--- src/rtl/evf_pkg.sv ---
`timescale 1ns/1ps
package evf_pkg;

   typedef enum logic [1:0] {
      FS_WRAP_UP   = 2'd0,
      FS_MATCH     = 2'd1,
      FS_WRAP_BOTH = 2'd2,
      FS_INDEX     = 2'd3
   } evf_fsel_e;

   typedef struct packed {
      evf_fsel_e fsel;
      logic      pren;
      logic      en;
   } evf_ctl_t;

   // Bit positions within the control write word
   localparam int unsigned CB_EN      = 0;
   localparam int unsigned CB_PREN    = 1;
   localparam int unsigned CB_FSEL_LO = 3;
   localparam int unsigned CB_FSEL_HI = 4;

endpackage

--- src/rtl/evf_ctl_reg.sv ---
`timescale 1ns/1ps
module evf_ctl_reg
   import evf_pkg::*;
#(
   parameter int unsigned LOAD_W = 24,
   parameter int unsigned CTL_W  = 8
) (
   input  logic              clk,
   input  logic              rst,
   input  logic              ctl_wr,
   input  logic [CTL_W-1:0]  ctl_din,
   input  logic              preset_wr,
   input  logic [LOAD_W-1:0] preset_din,
   output evf_ctl_t          ctl_q,
   output logic [LOAD_W-1:0] preset_q
);

   evf_ctl_t ctl_d;

   // Only the defined fields are captured; spare bits are dropped
   always_comb begin
      ctl_d.en   = ctl_din[CB_EN];
      ctl_d.pren = ctl_din[CB_PREN];
      ctl_d.fsel = evf_fsel_e'(ctl_din[CB_FSEL_HI:CB_FSEL_LO]);
   end

   always_ff @(posedge clk) begin
      if (rst) begin
         ctl_q    <= '0;
         preset_q <= '0;
      end else begin
         if (ctl_wr)    ctl_q    <= ctl_d;
         if (preset_wr) preset_q <= preset_din;
      end
   end

endmodule

--- src/rtl/evf_count_core.sv ---
`timescale 1ns/1ps
module evf_count_core #(
   parameter int unsigned CNT_W  = 25,
   parameter int unsigned LOAD_W = 24
) (
   input  logic              clk,
   input  logic              rst,
   input  logic              en,
   input  logic              pren,
   input  logic              up,
   input  logic              dn,
   input  logic              idx_in,
   input  logic              load_wr,
   input  logic [LOAD_W-1:0] load_din,
   input  logic [LOAD_W-1:0] preset,
   output logic [CNT_W-1:0]  count_q,
   output logic              carry_n,
   output logic              borrow_n,
   output logic              match,
   output logic              idx_rise,
   output logic              idx_prev
);

   localparam int unsigned     PAD_W   = CNT_W - LOAD_W;
   localparam logic [CNT_W-1:0] CNT_MAX = {CNT_W{1'b1}};
   localparam logic [CNT_W-1:0] CNT_ONE = {{(CNT_W-1){1'b0}}, 1'b1};

   logic             idx_load;
   logic             step_up;
   logic             step_dn;
   logic [CNT_W-1:0] preset_ext;
   logic [CNT_W-1:0] load_ext;
   logic [CNT_W-1:0] count_d;

   assign preset_ext = {{PAD_W{1'b0}}, preset};
   assign load_ext   = {{PAD_W{1'b0}}, load_din};
   assign idx_rise   = idx_in & ~idx_prev;
   assign idx_load   = pren & idx_rise;

   // Counting only when nothing of higher priority loads the register
   assign step_up = en & up & ~dn & ~load_wr & ~idx_load;
   assign step_dn = en & dn & ~up & ~load_wr & ~idx_load;

   always_comb begin
      if (load_wr)       count_d = load_ext;
      else if (idx_load) count_d = preset_ext;
      else if (step_up)  count_d = count_q + CNT_ONE;
      else if (step_dn)  count_d = count_q - CNT_ONE;
      else               count_d = count_q;
   end

   // Wrap conditions are kept active-low internally
   assign carry_n  = ~(step_up & (count_q == CNT_MAX));
   assign borrow_n = ~(step_dn & (count_q == '0));
   assign match    = (step_up | step_dn) & (count_d == preset_ext);

   always_ff @(posedge clk) begin
      if (rst) begin
         count_q  <= '0;
         idx_prev <= 1'b0;
      end else begin
         count_q  <= count_d;
         idx_prev <= idx_in;
      end
   end

endmodule

--- src/rtl/evf_flag_sel.sv ---
`timescale 1ns/1ps
module evf_flag_sel
   import evf_pkg::*;
#(
   parameter bit EVT_REG = 1'b1
) (
   input  logic      clk,
   input  logic      rst,
   input  evf_fsel_e fsel,
   input  logic      carry_n,
   input  logic      borrow_n,
   input  logic      match,
   input  logic      idx_rise,
   output logic      evt
);

   logic src;

   always_comb begin
      unique case (fsel)
         FS_WRAP_UP:   src = ~carry_n;
         FS_MATCH:     src = match;
         FS_WRAP_BOTH: src = ~carry_n | ~borrow_n;
         FS_INDEX:     src = idx_rise;
         default:      src = 1'b0;
      endcase
   end

   generate
      if (EVT_REG) begin : g_reg
         always_ff @(posedge clk) begin
            if (rst) evt <= 1'b0;
            else     evt <= src;
         end
      end else begin : g_comb
         assign evt = src;
      end
   endgenerate

endmodule

--- src/rtl/evflag_counter.sv ---
`timescale 1ns/1ps
module evflag_counter
   import evf_pkg::*;
#(
   parameter int unsigned CNT_W   = 25,
   parameter int unsigned LOAD_W  = 24,
   parameter int unsigned CTL_W   = 8,
   parameter bit          EVT_REG = 1'b1
) (
   input  logic              clk,
   input  logic              rst,
   input  logic              cnt_up,
   input  logic              cnt_dn,
   input  logic              idx_in,
   input  logic              load_wr,
   input  logic [LOAD_W-1:0] load_din,
   input  logic              preset_wr,
   input  logic [LOAD_W-1:0] preset_din,
   input  logic              ctl_wr,
   input  logic [CTL_W-1:0]  ctl_din,
   output logic [CNT_W-1:0]  count_q,
   output logic              evt_flag
);

   generate
      if (LOAD_W >= CNT_W) begin : g_bad_load
         $error("LOAD_W must be narrower than CNT_W");
      end
      if (CTL_W <= CB_FSEL_HI) begin : g_bad_ctl
         $error("CTL_W too narrow for the function select field");
      end
   endgenerate

   evf_ctl_t          ctl;
   logic [LOAD_W-1:0] preset_q;
   logic              ctl_en;
   logic              ctl_pren;
   logic [1:0]        ctl_fsel;
   logic              carry_n;
   logic              borrow_n;
   logic              match;
   logic              idx_rise;
   logic              idx_prev;

   assign ctl_en   = ctl.en;
   assign ctl_pren = ctl.pren;
   assign ctl_fsel = ctl.fsel;

   evf_ctl_reg #(.LOAD_W(LOAD_W), .CTL_W(CTL_W)) u_ctl (
      .clk        (clk),
      .rst        (rst),
      .ctl_wr     (ctl_wr),
      .ctl_din    (ctl_din),
      .preset_wr  (preset_wr),
      .preset_din (preset_din),
      .ctl_q      (ctl),
      .preset_q   (preset_q)
   );

   evf_count_core #(.CNT_W(CNT_W), .LOAD_W(LOAD_W)) u_core (
      .clk      (clk),
      .rst      (rst),
      .en       (ctl_en),
      .pren     (ctl_pren),
      .up       (cnt_up),
      .dn       (cnt_dn),
      .idx_in   (idx_in),
      .load_wr  (load_wr),
      .load_din (load_din),
      .preset   (preset_q),
      .count_q  (count_q),
      .carry_n  (carry_n),
      .borrow_n (borrow_n),
      .match    (match),
      .idx_rise (idx_rise),
      .idx_prev (idx_prev)
   );

   evf_flag_sel #(.EVT_REG(EVT_REG)) u_sel (
      .clk      (clk),
      .rst      (rst),
      .fsel     (ctl.fsel),
      .carry_n  (carry_n),
      .borrow_n (borrow_n),
      .match    (match),
      .idx_rise (idx_rise),
      .evt      (evt_flag)
   );

endmodule

--- config.mk ---
export PLATFORM = sky130hd
export DESIGN_NAME = evflag_counter
export DESIGN_NICKNAME = d
export VERILOG_FILES = /design/src/rtl/evf_pkg.sv /design/src/rtl/evf_ctl_reg.sv /design/src/rtl/evf_count_core.sv /design/src/rtl/evf_flag_sel.sv /design/src/rtl/evflag_counter.sv
export SDC_FILE = /design/constraint.sdc
export NUM_CORES = 1
export LEC_CHECK = 0
export ABC_CLOCK_PERIOD_IN_PS = 9550
export BUFFER_PORTS_ARGS = -buffer_cell sky130_fd_sc_hd__buf_2
export CORE_UTILIZATION = 59
export CTS_CLUSTER_DIAMETER = 120
export DETAILED_ROUTE_END_ITERATION = 8
export PLACE_DENSITY = 0.95
export SLEW_MARGIN = 15
export SYNTH_ARGS = -nofsm -noshare
export SYNTH_HDL_FRONTEND = slang
export SYNTH_SLANG_ARGS = --single-unit
--- constraint.sdc ---
create_clock -name clk -period 9.55 [get_ports clk]
set_clock_uncertainty 0.1 [all_clocks]
set_input_delay 1.91 -clock clk [delete_from_list [all_inputs] [get_ports clk]]
set_output_delay 1.91 -clock clk [all_outputs]
set_load 0.005 [all_outputs]
==> results of run 1 <==
## worst max-delay path by stage
stage            start  cells after the start  slack [ns]         to
2_1_floorplan   cnt_up                     10        5.13  u_sel.evt
3_3_place_gp   load_wr                     10        4.40  u_sel.evt
3_5_place_dp   load_wr                     10        4.41  u_sel.evt
4_1_cts        load_wr                      9        4.55  u_sel.evt
5_1_grt        load_wr                      9        4.19  u_sel.evt
6_report       load_wr                      9        4.42  u_sel.evt
## stage by stage
| step | hold WS, ns | total power [mW] | setup WS [ns] | instances | area, sq um |
|---|---|---|---|---|---|
| after detailed placement | 0.427 | 0.387 | 4.41 | 616 | 4150 |
| after floorplan | 0.376 | 0.349 | 5.13 | 493 | 3780 |
| after global routing | 0.470 | 0.544 | 4.19 | 625 | 4250 |
| after global placement | 0.404 | 0.381 | 4.40 | 616 | 4150 |
| final | 0.439 | 0.524 | 4.42 | 625 | 4250 |
| after CTS | 0.442 | 0.519 | 4.55 | 624 | 4240 |
## metal layers
layer / routed length, um / up-vias / track usage (%)
met5: 0 / - / 0
met4: 550 / 0 / 15.1
met3: 1190 / 76 / 6.22
met2: 4960 / 306 / 52.9
met1: 4320 / 1883 / 43.4
li1: - / 1879 / -
## cell usage in the layout (no fill, tap or decap), types with 3 or more instances in the layout
master    synthesis  final
and3_1            4      4
or4_1             4      4
nand3_1          15     15
xnor2_1          37     37
a21oi_1          35     35
a31oi_1           3      3
dfxtp_1          55     55
a221oi_1          4      4
nand3b_1          4      4
o211a_1           3      3
nor4_1           17     17
buf_2             5     85
o22ai_1           4      4
xor2_1           12     12
inv_1            11     11
nand2b_1          3      3
nor3_1           12     12
mux2i_1          29     29
nor2_1           71     71
o211ai_1          4      4
o21ai_0          18     18
nand4_1          10     10
nand2_1          40     40
nor3b_1           5      5
clkbuf_8          0      5
a211oi_1          8      8
## worst register-to-register path: stages (launching register included)
cell and delay [ns]:
dfxtp_1 0.64, nand3_1 0.26, or4_4 0.58, or4_1 0.54, a21oi_2 0.24, xnor2_1 0.18, o22ai_1 0.12, nor4_1 0.30
nand4_1 0.19, a221oi_2 0.27
## power breakdown
group / internal [mW] / switching, mW / total, mW
clock: 0.0533 / 0.0827 / 0.136
combinational: 0.0539 / 0.0627 / 0.117
sequential: 0.244 / 0.0272 / 0.271
total: 0.351 / 0.173 / 0.524
## flip-flops by register name, indices dropped and copies added (netlist names)
signal / flops
u_core.count_q: 25
u_ctl.preset_q: 24
u_ctl.ctl_q: 4
u_core.idx_prev: 1
u_sel.evt: 1
## kinds of logic after synthesis
logic type	count (synthesis)	share of synthesized area (%)
flip-flops	55	29.1
XOR/XNOR	49	11.4
AND/OR/NAND/NOR	205	27.6
buffers and inverters	51	5.43
multiplexers	29	7.68
adder cells (fa/ha/maj)	2	0.662
AO/OA/AOI/OAI	102	18.1
## cell type report
type	count	area share (%)
Sequential cell	55	25.9
Tap cell	75	2.21
Timing Repair Buffer	87	10.4
Antenna cell	1	0.0589
Multi-Input combinational cell	387	58.2
Clock inverter	3	0.530
Clock buffer	5	1.62
Inverter	12	1.06
==> flow_summary.json, run 1 <==
{
  "grt_pass1_wl_um": 17300,
  "worst_ep_required_time_ns": 9.68,
  "setup_viol": 0,
  "min-delay-start": "u_ctl.ctl_q[3]",
  "powerDensity_mw_per_mm2": 123,
  "die_area_sq_mm": 0.00673,
  "status": "finished with violations",
  "yosysMostFrequentCell": "nor2_1",
  "dp_hpwl_um": 7790,
  "hold_class": "register to register",
  "hold_viol_final": 0,
  "drtPass1Iterations": 9,
  "postCtsHoldBufs": 0,
  "cpPeakStageDelay_ns": 0.87,
  "maxClockFrequency_mhz": 195,
  "ys_warn_count": 0,
  "tns_ns": 0,
  "postRouteAntennaNets": 0,
  "rrSetupSlack_ns": 6.05,
  "min_period_ns": 5.13,
  "numCtsBuffers": 5,
  "fill_cells": 449,
  "ys_async_sr_fraction_pct": 0,
  "postCtsResizedCells": 0,
  "via_count": 4144,
  "clk_pin_slew_ns": 0.10,
  "cts.path.max_buffers": 2,
  "avgRoutedWirePerCell_um": 17.6,
  "clockRootBuffer": "clkbuf_8",
  "grt_util_all_layers_pct": 33.3,
  "crit_family": "simple AND/OR/NAND/NOR gates",
  "port_buffers": 85,
  "drtIter0Drc": 811,
  "cp_data_arrival_time_ns": 5.26,
  "r2r.worst_path.cells": 9,
  "postCtsSetupRepairBufs": 0,
  "die_x_um": 82.0,
  "whs_path_depth": 2,
  "boundaryPins": 90,
  "fin_util_pct": 70.1,
  "finalCritPeriodShare_pct": 53.8,
  "ys_types": 66,
  "vdd.ir_drop.worst_uv": 111,
  "dieHeight_um": 82.0,
  "criticalPathCategory": "primary input to register",
  "wl_um": 11000,
  "syn_area_sq_mm": 0.00378,
  "max-slew-margin-rel_pct": 39.4,
  "syn_inst": 493,
  "regArea_sq_mm": 0.00110,
  "multiInputGateArea_sq_mm": 0.00247,
  "antenna_found_initial": 1,
  "drv_cap": 0,
  "via_per_inst": 6.63,
  "reg2reg_from": "u_core.count_q[8]",
  "violations": "DRC",
  "area_growth_pct": 12.4,
  "synth_top_cells_by_count": "71 x nor2_1, 55 x dfxtp_1, 40 x nand2_1",
  "grt_overflow_total": 0,
  "yosys.area.top_type_share_pct": 29.1,
  "drv_slew": 0,
  "r2r_end": "u_sel.evt",
  "end_kind": "register",
  "critPathMaxFanout": 41,
  "yosysSeqAreaShare_pct": 29.1,
  "nets": 614,
  "grt_pass1_vias": 3675,
  "crit_buf_inv": 1,
  "cts_sinks": 55,
  "rsz0062_at_grt": "false",
  "initial_core_util_pct": 62.3,
  "htreeDepth": 2,
  "crit_path_top_delay_cell": "nor4_1",
  "whs_endpoint": "u_sel.evt",
  "grt_max_degree": 54,
  "synth_edf_count": 0,
  "synth_area_leader_cell": "dfxtp_1",
  "cp_cell_sequence": "buf_2, nand4bb_1, nor4_1, a32oi_1, xor2_1, xnor2_1, nor4_1, nand4_1, a221oi_2",
  "drive_above_1_share_pct": 19.7,
  "synth_area_leaders": "dfxtp_1 29%, xnor2_1 8.6%, mux2i_1 7.7%",
  "rows": 28,
  "p_leak_nw": 1.73,
  "cts_tree": "done",
  "coreArea_sq_mm": 0.00606,
  "crit_top_cell": "nor4_1",
  "worstSkewPairLatency_ns": 0.32,
  "avgSynthCellArea_sq_um": 7.66,
  "gp_congestion": 0.959,
  "synth_fp_nets": 559,
  "drc": 15,
  "ys.flop_type": "dfxtp_1",
  "ys_seq_elements": 55,
  "worst_pin_slew_ns": 0.900,
  "critPathLaunchType": "primary input"
}
No activity file was read; power rests on OpenSTA's default activity.
==> inputs of run 2 (changes only) <==
--- a/config.mk
+++ b/config.mk
@@ -5,12 +5,12 @@
 export SDC_FILE = /design/constraint.sdc
 export NUM_CORES = 1
 export LEC_CHECK = 0
-export ABC_CLOCK_PERIOD_IN_PS = 9550
+export ABC_CLOCK_PERIOD_IN_PS = 4970
 export BUFFER_PORTS_ARGS = -buffer_cell sky130_fd_sc_hd__buf_2
-export CORE_UTILIZATION = 59
+export CORE_UTILIZATION = 54
 export CTS_CLUSTER_DIAMETER = 120
 export DETAILED_ROUTE_END_ITERATION = 8
-export PLACE_DENSITY = 0.95
+export PLACE_DENSITY = 0.92
 export SLEW_MARGIN = 15
 export SYNTH_ARGS = -nofsm -noshare
 export SYNTH_HDL_FRONTEND = slang
==> constraint.sdc (replaced) <==
create_clock -name clk -period 4.97 [get_ports clk]
set_clock_uncertainty 0.1 [all_clocks]
set_input_delay 0.994 -clock clk [delete_from_list [all_inputs] [get_ports clk]]
set_output_delay 0.994 -clock clk [all_outputs]
set_load 0.005 [all_outputs]
==> run 2 against run 1 <==
Net effect: the flow now finishes without violations; sequential power increased by 91%; global-route usage fell by 3.3 points; via count shrank 3.5%; die area rose by 9.0%; register-to-register slack got worse by 4.6 ns; largest power group unchanged; worst setup slack lost 3.4 ns; sequential share of layout area is 0.32 points lower; largest cell class unchanged.
==> flow_summary.json, run 2 (same netlist as run 1, synthesis figures left out) <==
{
  "wl_um": 10900,
  "coreArea_sq_mm": 0.00679,
  "placedCellCount": 641,
  "criticalPathCategory": "primary input to register",
  "p_leak_nw": 1.75,
  "clockRootBuffer": "clkbuf_8",
  "postCtsResizedCells": 0,
  "post-place-ws_ns": 0.840,
  "min_period_ns": 3.94,
  "via_count": 3999,
  "cts.path.max_buffers": 2,
  "worstSkewPairLatency_ns": 0.33,
  "drv_cap": 0,
  "postRouteAntennaNets": 0,
  "r2r.worst_path.cells": 9,
  "end_kind": "register",
  "whs_path_depth": 2,
  "rows": 30,
  "postCtsHoldBufs": 0,
  "initial_core_util_pct": 55.6,
  "reg2reg_from": "u_core.count_q[6]",
  "die_x_um": 85.7,
  "numCtsBuffers": 5,
  "gp_congestion": 0.970,
  "postCtsSetupRepairBufs": 0,
  "grt_max_degree": 54,
  "max-slew-margin-rel_pct": 36.4,
  "regMostFlops": "u_core.count_q",
  "rsz0062_at_grt": "false",
  "dp_hpwl_um": 8140,
  "fin_cells": 649,
  "hold_class": "register to register",
  "die_area_sq_mm": 0.00734,
  "final_cell_area_sq_mm": 0.00430,
  "area_growth_pct": 13.8,
  "drtIter0Drc": 429,
  "worst_pin_slew_ns": 0.954,
  "boundaryPins": 90,
  "top_regs": "u_core.count_q x25, u_ctl.preset_q x24, u_ctl.ctl_q x4",
  "cts_tree": "done",
  "drive_above_1_share_pct": 20.3,
  "num_antenna_cells": 0,
  "nets": 618,
  "finalCritPeriodShare_pct": 79.3,
  "drv_slew": 0,
  "grt_util_all_layers_pct": 30.0,
  "cp_cell_sequence": "buf_2, nor4bb_1, nand2_1, or4_1, a21oi_2, xnor2_1, o22ai_1, nor4_1, nand4_1, a221oi_2",
  "drc": 0,
  "grt_pass1_vias": 3616,
  "min-delay-start": "u_ctl.preset_q[5]",
  "critPathLaunchType": "primary input",
  "antenna_found_initial": 0,
  "setup_viol": 0,
  "placed_area_sq_mm": 0.00421,
  "maxClockFrequency_mhz": 254,
  "hold_viol_final": 0,
  "clk_pin_slew_ns": 0.11,
  "final_common_cell": "buf_2",
  "largest_register_ffs": 25,
  "critPathMaxFanout": 41,
  "via_per_inst": 6.16,
  "crit_path_top_delay_cell": "or4_1",
  "dieHeight_um": 85.7,
  "cts_sinks": 55,
  "drtPass1Iterations": 7,
  "r2r_end": "u_sel.evt",
  "vdd.ir_drop.worst_uv": 171,
  "crit_buf_inv": 1,
  "power.total_mw": 1.02,
  "port_buffers": 85,
  "tns_ns": 0,
  "htreeDepth": 2,
  "worst_ep_required_time_ns": 5.11,
  "grt_overflow_total": 0,
  "avgRoutedWirePerCell_um": 16.8,
  "cpPeakStageDelay_ns": 0.58,
  "layout_setup_ws_ns": 1.03,
  "mostFrequentLayoutCells": "85 x buf_2, 71 x nor2_1, 55 x dfxtp_1, 40 x nand2_1, 37 x xnor2_1",
  "crit_family": "simple AND/OR/NAND/NOR gates",
  "grt_pass1_wl_um": 17600,
  "cp_data_arrival_time_ns": 4.08,
  "rrSetupSlack_ns": 1.44,
  "whs_endpoint": "u_core.count_q[5]",
  "powerDensity_mw_per_mm2": 236,
  "status": "finished, final reports clean"
}
==> run 2: changes by cell type in the layout (fill, tap and decap cells not counted), sizes merged <==
cell and delta:
diode -1, buf +4
==> run 2: worst reg2reg max path, delay by kind of cell, from the launching register on <==
| family | cells | cell delay [ns] |
|---|---|---|
| xor gates and xnor gates | 1 | 0.18 |
| and+or+nand+nor | 5 | 1.90 |
| DFF | 1 | 0.61 |
| AOI/OAI and AO/OA | 3 | 0.65 |
==> run 2: how the worst max path moves through the flow <==
stage | start | to | depth (start not counted)
CTS | load_wr | u_sel.evt | 10
floorplan | cnt_up | u_sel.evt | 10
detailed placement | load_wr | u_sel.evt | 10
global placement | load_wr | u_sel.evt | 10
finish | load_wr | u_sel.evt | 10
global route | load_wr | u_sel.evt | 10
==> run 2: metrics by stage <==
step / hold slack, ns / util [%]
floorplan: 0.376 / -
global placement: 0.393 / 62.0
detailed placement: 0.404 / 62.0
CTS: 0.419 / 63.3
global route: 0.447 / 63.3
finish: 0.415 / 63.3
==> run 2: layer usage <==
| layer | global-route usage [%] | vias to the layer above | routed length [um] |
|---|---|---|---|
| li1 | - | 1882 | - |
| met1 | 41.9 | 1843 | 4730 |
| met2 | 46.9 | 245 | 4940 |
| met3 | 4.72 | 29 | 948 |
| met4 | 10.9 | 0 | 278 |
| met5 | 0 | - | 0 |
==> run 2: final cells by class <==
class	count	area, sq um
Fill cell	592	2490
Multi-Input combinational cell	387	2470
Sequential cell	55	1100
Timing Repair Buffer	91	470
Tap cell	96	120
Clock buffer	5	68.8
Inverter	12	45.0
Clock inverter	3	22.5
==> run 2: report_power, final <==
| group | internal, mW | switching, mW | leakage, nW |
|---|---|---|---|
| Clock | 0.103 | 0.168 | 0.0489 |
| Sequential | 0.468 | 0.0499 | 0.455 |
| Combinational | 0.106 | 0.120 | 1.24 |
| Total | 0.677 | 0.338 | 1.75 |
==> inputs of run 3 (changes only) <==
--- a/config.mk
+++ b/config.mk
@@ -5,12 +5,12 @@
 export SDC_FILE = /design/constraint.sdc
 export NUM_CORES = 1
 export LEC_CHECK = 0
-export ABC_CLOCK_PERIOD_IN_PS = 4970
+export ABC_CLOCK_PERIOD_IN_PS = 3400
 export BUFFER_PORTS_ARGS = -buffer_cell sky130_fd_sc_hd__buf_2
-export CORE_UTILIZATION = 54
+export CORE_UTILIZATION = 49
 export CTS_CLUSTER_DIAMETER = 120
 export DETAILED_ROUTE_END_ITERATION = 8
-export PLACE_DENSITY = 0.92
+export PLACE_DENSITY = 0.89
 export SLEW_MARGIN = 15
 export SYNTH_ARGS = -nofsm -noshare
 export SYNTH_HDL_FRONTEND = slang
==> constraint.sdc (replaced) <==
create_clock -name clk -period 3.4 [get_ports clk]
set_clock_uncertainty 0.1 [all_clocks]
set_input_delay 0.68 -clock clk [delete_from_list [all_inputs] [get_ports clk]]
set_output_delay 0.68 -clock clk [all_outputs]
set_load 0.005 [all_outputs]
==> run 3 against run 2 <==
Net effect: sequential power up 43%; register-to-register slack worse by 1.3 ns; non-clock buffer count up 36; via count up 4.5%; utilization down 0.92 points; design area up 6.9%; power up 51%; worst setup slack worse by 0.85 ns; final cell count up 6.0%; first-iteration DRC count down 8.9%; count of clock-buffer cells in the layout unchanged.
==> flow_summary.json, run 3 (same netlist as run 1, synthesis figures left out) <==
{
  "postCtsSetupRepairBufs": 0,
  "cts.path.max_buffers": 2,
  "r2r.worst_path.cells": 10,
  "top_regs": "u_core.count_q x25, u_ctl.preset_q x24, u_ctl.ctl_q x4",
  "layout_setup_ws_ns": 0.182,
  "p_switching_mw": 0.510,
  "finalCritPeriodShare_pct": 94.7,
  "via_per_inst": 6.07,
  "p_leak_nw": 1.93,
  "postCtsHoldBufs": 0,
  "power_frac_comb_pct": 25.0,
  "cp_data_arrival_time_ns": 3.36,
  "cp.depth": 10,
  "grt_max_degree": 43,
  "worst_ep_required_time_ns": 3.55,
  "dp_hpwl_um": 8830,
  "coreArea_sq_mm": 0.00737,
  "clockRootBuffer": "clkbuf_8",
  "crit_family": "simple AND/OR/NAND/NOR gates",
  "maxClockFrequency_mhz": 311,
  "p_seq_share_pct": 48.4,
  "max-slew-margin-rel_pct": 48.9,
  "postCtsResizedCells": 0,
  "port_buffers": 85,
  "num_antenna_cells": 0,
  "p_sw_share_pct": 33.3,
  "rrSetupSlack_ns": 0.18,
  "reg2reg_from": "u_core.count_q[0]",
  "crit_path_top_delay_cell": "or4_1",
  "critPathLaunchType": "register",
  "cpPeakStageDelay_ns": 0.62,
  "grt_pass1_wl_um": 18600,
  "grt_pass1_vias": 3787,
  "htreeDepth": 2,
  "hold_viol_final": 0,
  "die_x_um": 89.8,
  "worstSkewPairLatency_ns": 0.32,
  "whs_path_depth": 2,
  "grt_overflow_total": 0,
  "end_kind": "register",
  "grt_util_all_layers_pct": 28.2,
  "drv_cap": 0,
  "antenna_found_initial": 0,
  "via_count": 4178,
  "criticalPathCategory": "register to register",
  "multiInputGateArea_sq_mm": 0.00247,
  "drv_slew": 0,
  "area_growth_pct": 21.7,
  "rsz0062_at_grt": "false",
  "status": "finished, final reports clean",
  "clk_pin_slew_ns": 0.12,
  "mostFrequentLayoutCells": "85 x buf_2, 71 x nor2_1, 51 x dfxtp_1, 41 x buf_4, 40 x nand2_1",
  "drc": 0,
  "avgRoutedWirePerCell_um": 16.9,
  "largest_register_ffs": 25,
  "setup_viol": 0,
  "min_period_ns": 3.22,
  "worst_pin_slew_ns": 0.766,
  "whs_endpoint": "u_core.count_q[5]",
  "regArea_sq_mm": 0.00111,
  "drive_above_1_share_pct": 25.8,
  "dieHeight_um": 89.8,
  "crit_buf_inv": 1,
  "post-place-ws_ns": 0.000499,
  "clkPwrFrac_pct": 26.5,
  "die_area_sq_mm": 0.00807,
  "drtPass1Iterations": 5,
  "powerDensity_mw_per_mm2": 333,
  "fill_cells": 674,
  "cts_tree": "done",
  "drtIter0Drc": 391,
  "vdd.ir_drop.worst_uv": 243,
  "cp_cell_sequence": "inv_1, ha_1, or4b_1, or4_1, o22ai_1, xor2_1, xor2_1, nor4_1, nand4_1, a221oi_2",
  "regMostFlops": "u_core.count_q",
  "cts_sinks": 55,
  "rows": 31,
  "final_common_cell": "buf_2",
  "initial_core_util_pct": 51.3,
  "critPathMaxFanout": 4,
  "min-delay-start": "u_ctl.preset_q[5]",
  "tns_ns": 0,
  "r2r_end": "u_sel.evt",
  "hold_class": "register to register",
  "gp_congestion": 0.993,
  "nets": 654,
  "intPower_mw": 1.02,
  "crit_top_cell": "xor2_1",
  "wl_um": 11600,
  "postRouteAntennaNets": 0,
  "numCtsBuffers": 5,
  "boundaryPins": 90
}
-- run 3: changes by cell type in the layout (fill, tap and decap cells not counted), sizes merged --
cell,change
buf,+36
clkinv,-1
clkinvlp,+1
-- run 3: layer usage --
| metal | vias up | share of wire [%] | global-route usage (%) |
|---|---|---|---|
| met5 | - | 0 | 0 |
| met2 | 254 | 45 | 42.7 |
| met1 | 1935 | 44 | 40.4 |
| li1 | 1959 | - | - |
| met4 | 0 | 2.3 | 10.1 |
| met3 | 30 | 8.8 | 4.15 |
-- run 3: through the flow --
step / std cells / utilization (%) / hold WS (ns) / cell area, sq um / total power, mW
2_1_floorplan: 493 / - / 0.376 / 3780 / 0.980
3_3_place_gp: 680 / 61.0 / 0.392 / 4500 / 1.12
3_5_place_dp: 680 / 61.0 / 0.419 / 4500 / 1.13
4_1_cts: 688 / 62.3 / 0.439 / 4590 / 1.52
5_1_grt: 688 / 62.4 / 0.462 / 4600 / 1.60
6_report: 688 / 62.4 / 0.425 / 4600 / 1.53
-- run 3: worst max path at each step --
stage	start	to	slack (ns)
5_1_grt	u_core.count_q[10]	u_sel.evt	0.004
3_3_place_gp	cnt_dn	u_sel.evt	0.03
4_1_cts	u_core.count_q[5]	u_sel.evt	0.20
2_1_floorplan	cnt_up	u_sel.evt	0.21
3_5_place_dp	cnt_dn	u_sel.evt	0.0005
6_report	u_core.count_q[0]	u_sel.evt	0.18
-- run 3: layout make-up --
cell class | instances | share of cell area [%]
multi-input cells | 387 | 53.8
repair buffers | 127 | 16.4
well taps | 99 | 2.69
clock inverters | 3 | 0.599
flip-flops and latches | 55 | 24.1
clock buffers | 5 | 1.50
inverters | 12 | 0.980
-- run 3: power groups by stage --
stage | combinational [mW] | sequential [mW] | clock, mW
floorplan | 0.243 | 0.737 | 0
global placement | 0.367 | 0.749 | 0
detailed placement | 0.375 | 0.753 | 0
CTS | 0.378 | 0.738 | 0.405
global route | 0.419 | 0.746 | 0.434
finish | 0.383 | 0.741 | 0.406
-- run 3: worst register-to-register path, stage by stage (launching register included) --
cell and delay [ns]:
dfxtp_1 0.34, inv_1 0.06, ha_1 0.18, or4b_1 0.51, or4_1 0.62, o22ai_1 0.23, xor2_1 0.28, xor2_1 0.13
nor4_1 0.21, nand4_1 0.21, a221oi_2 0.27
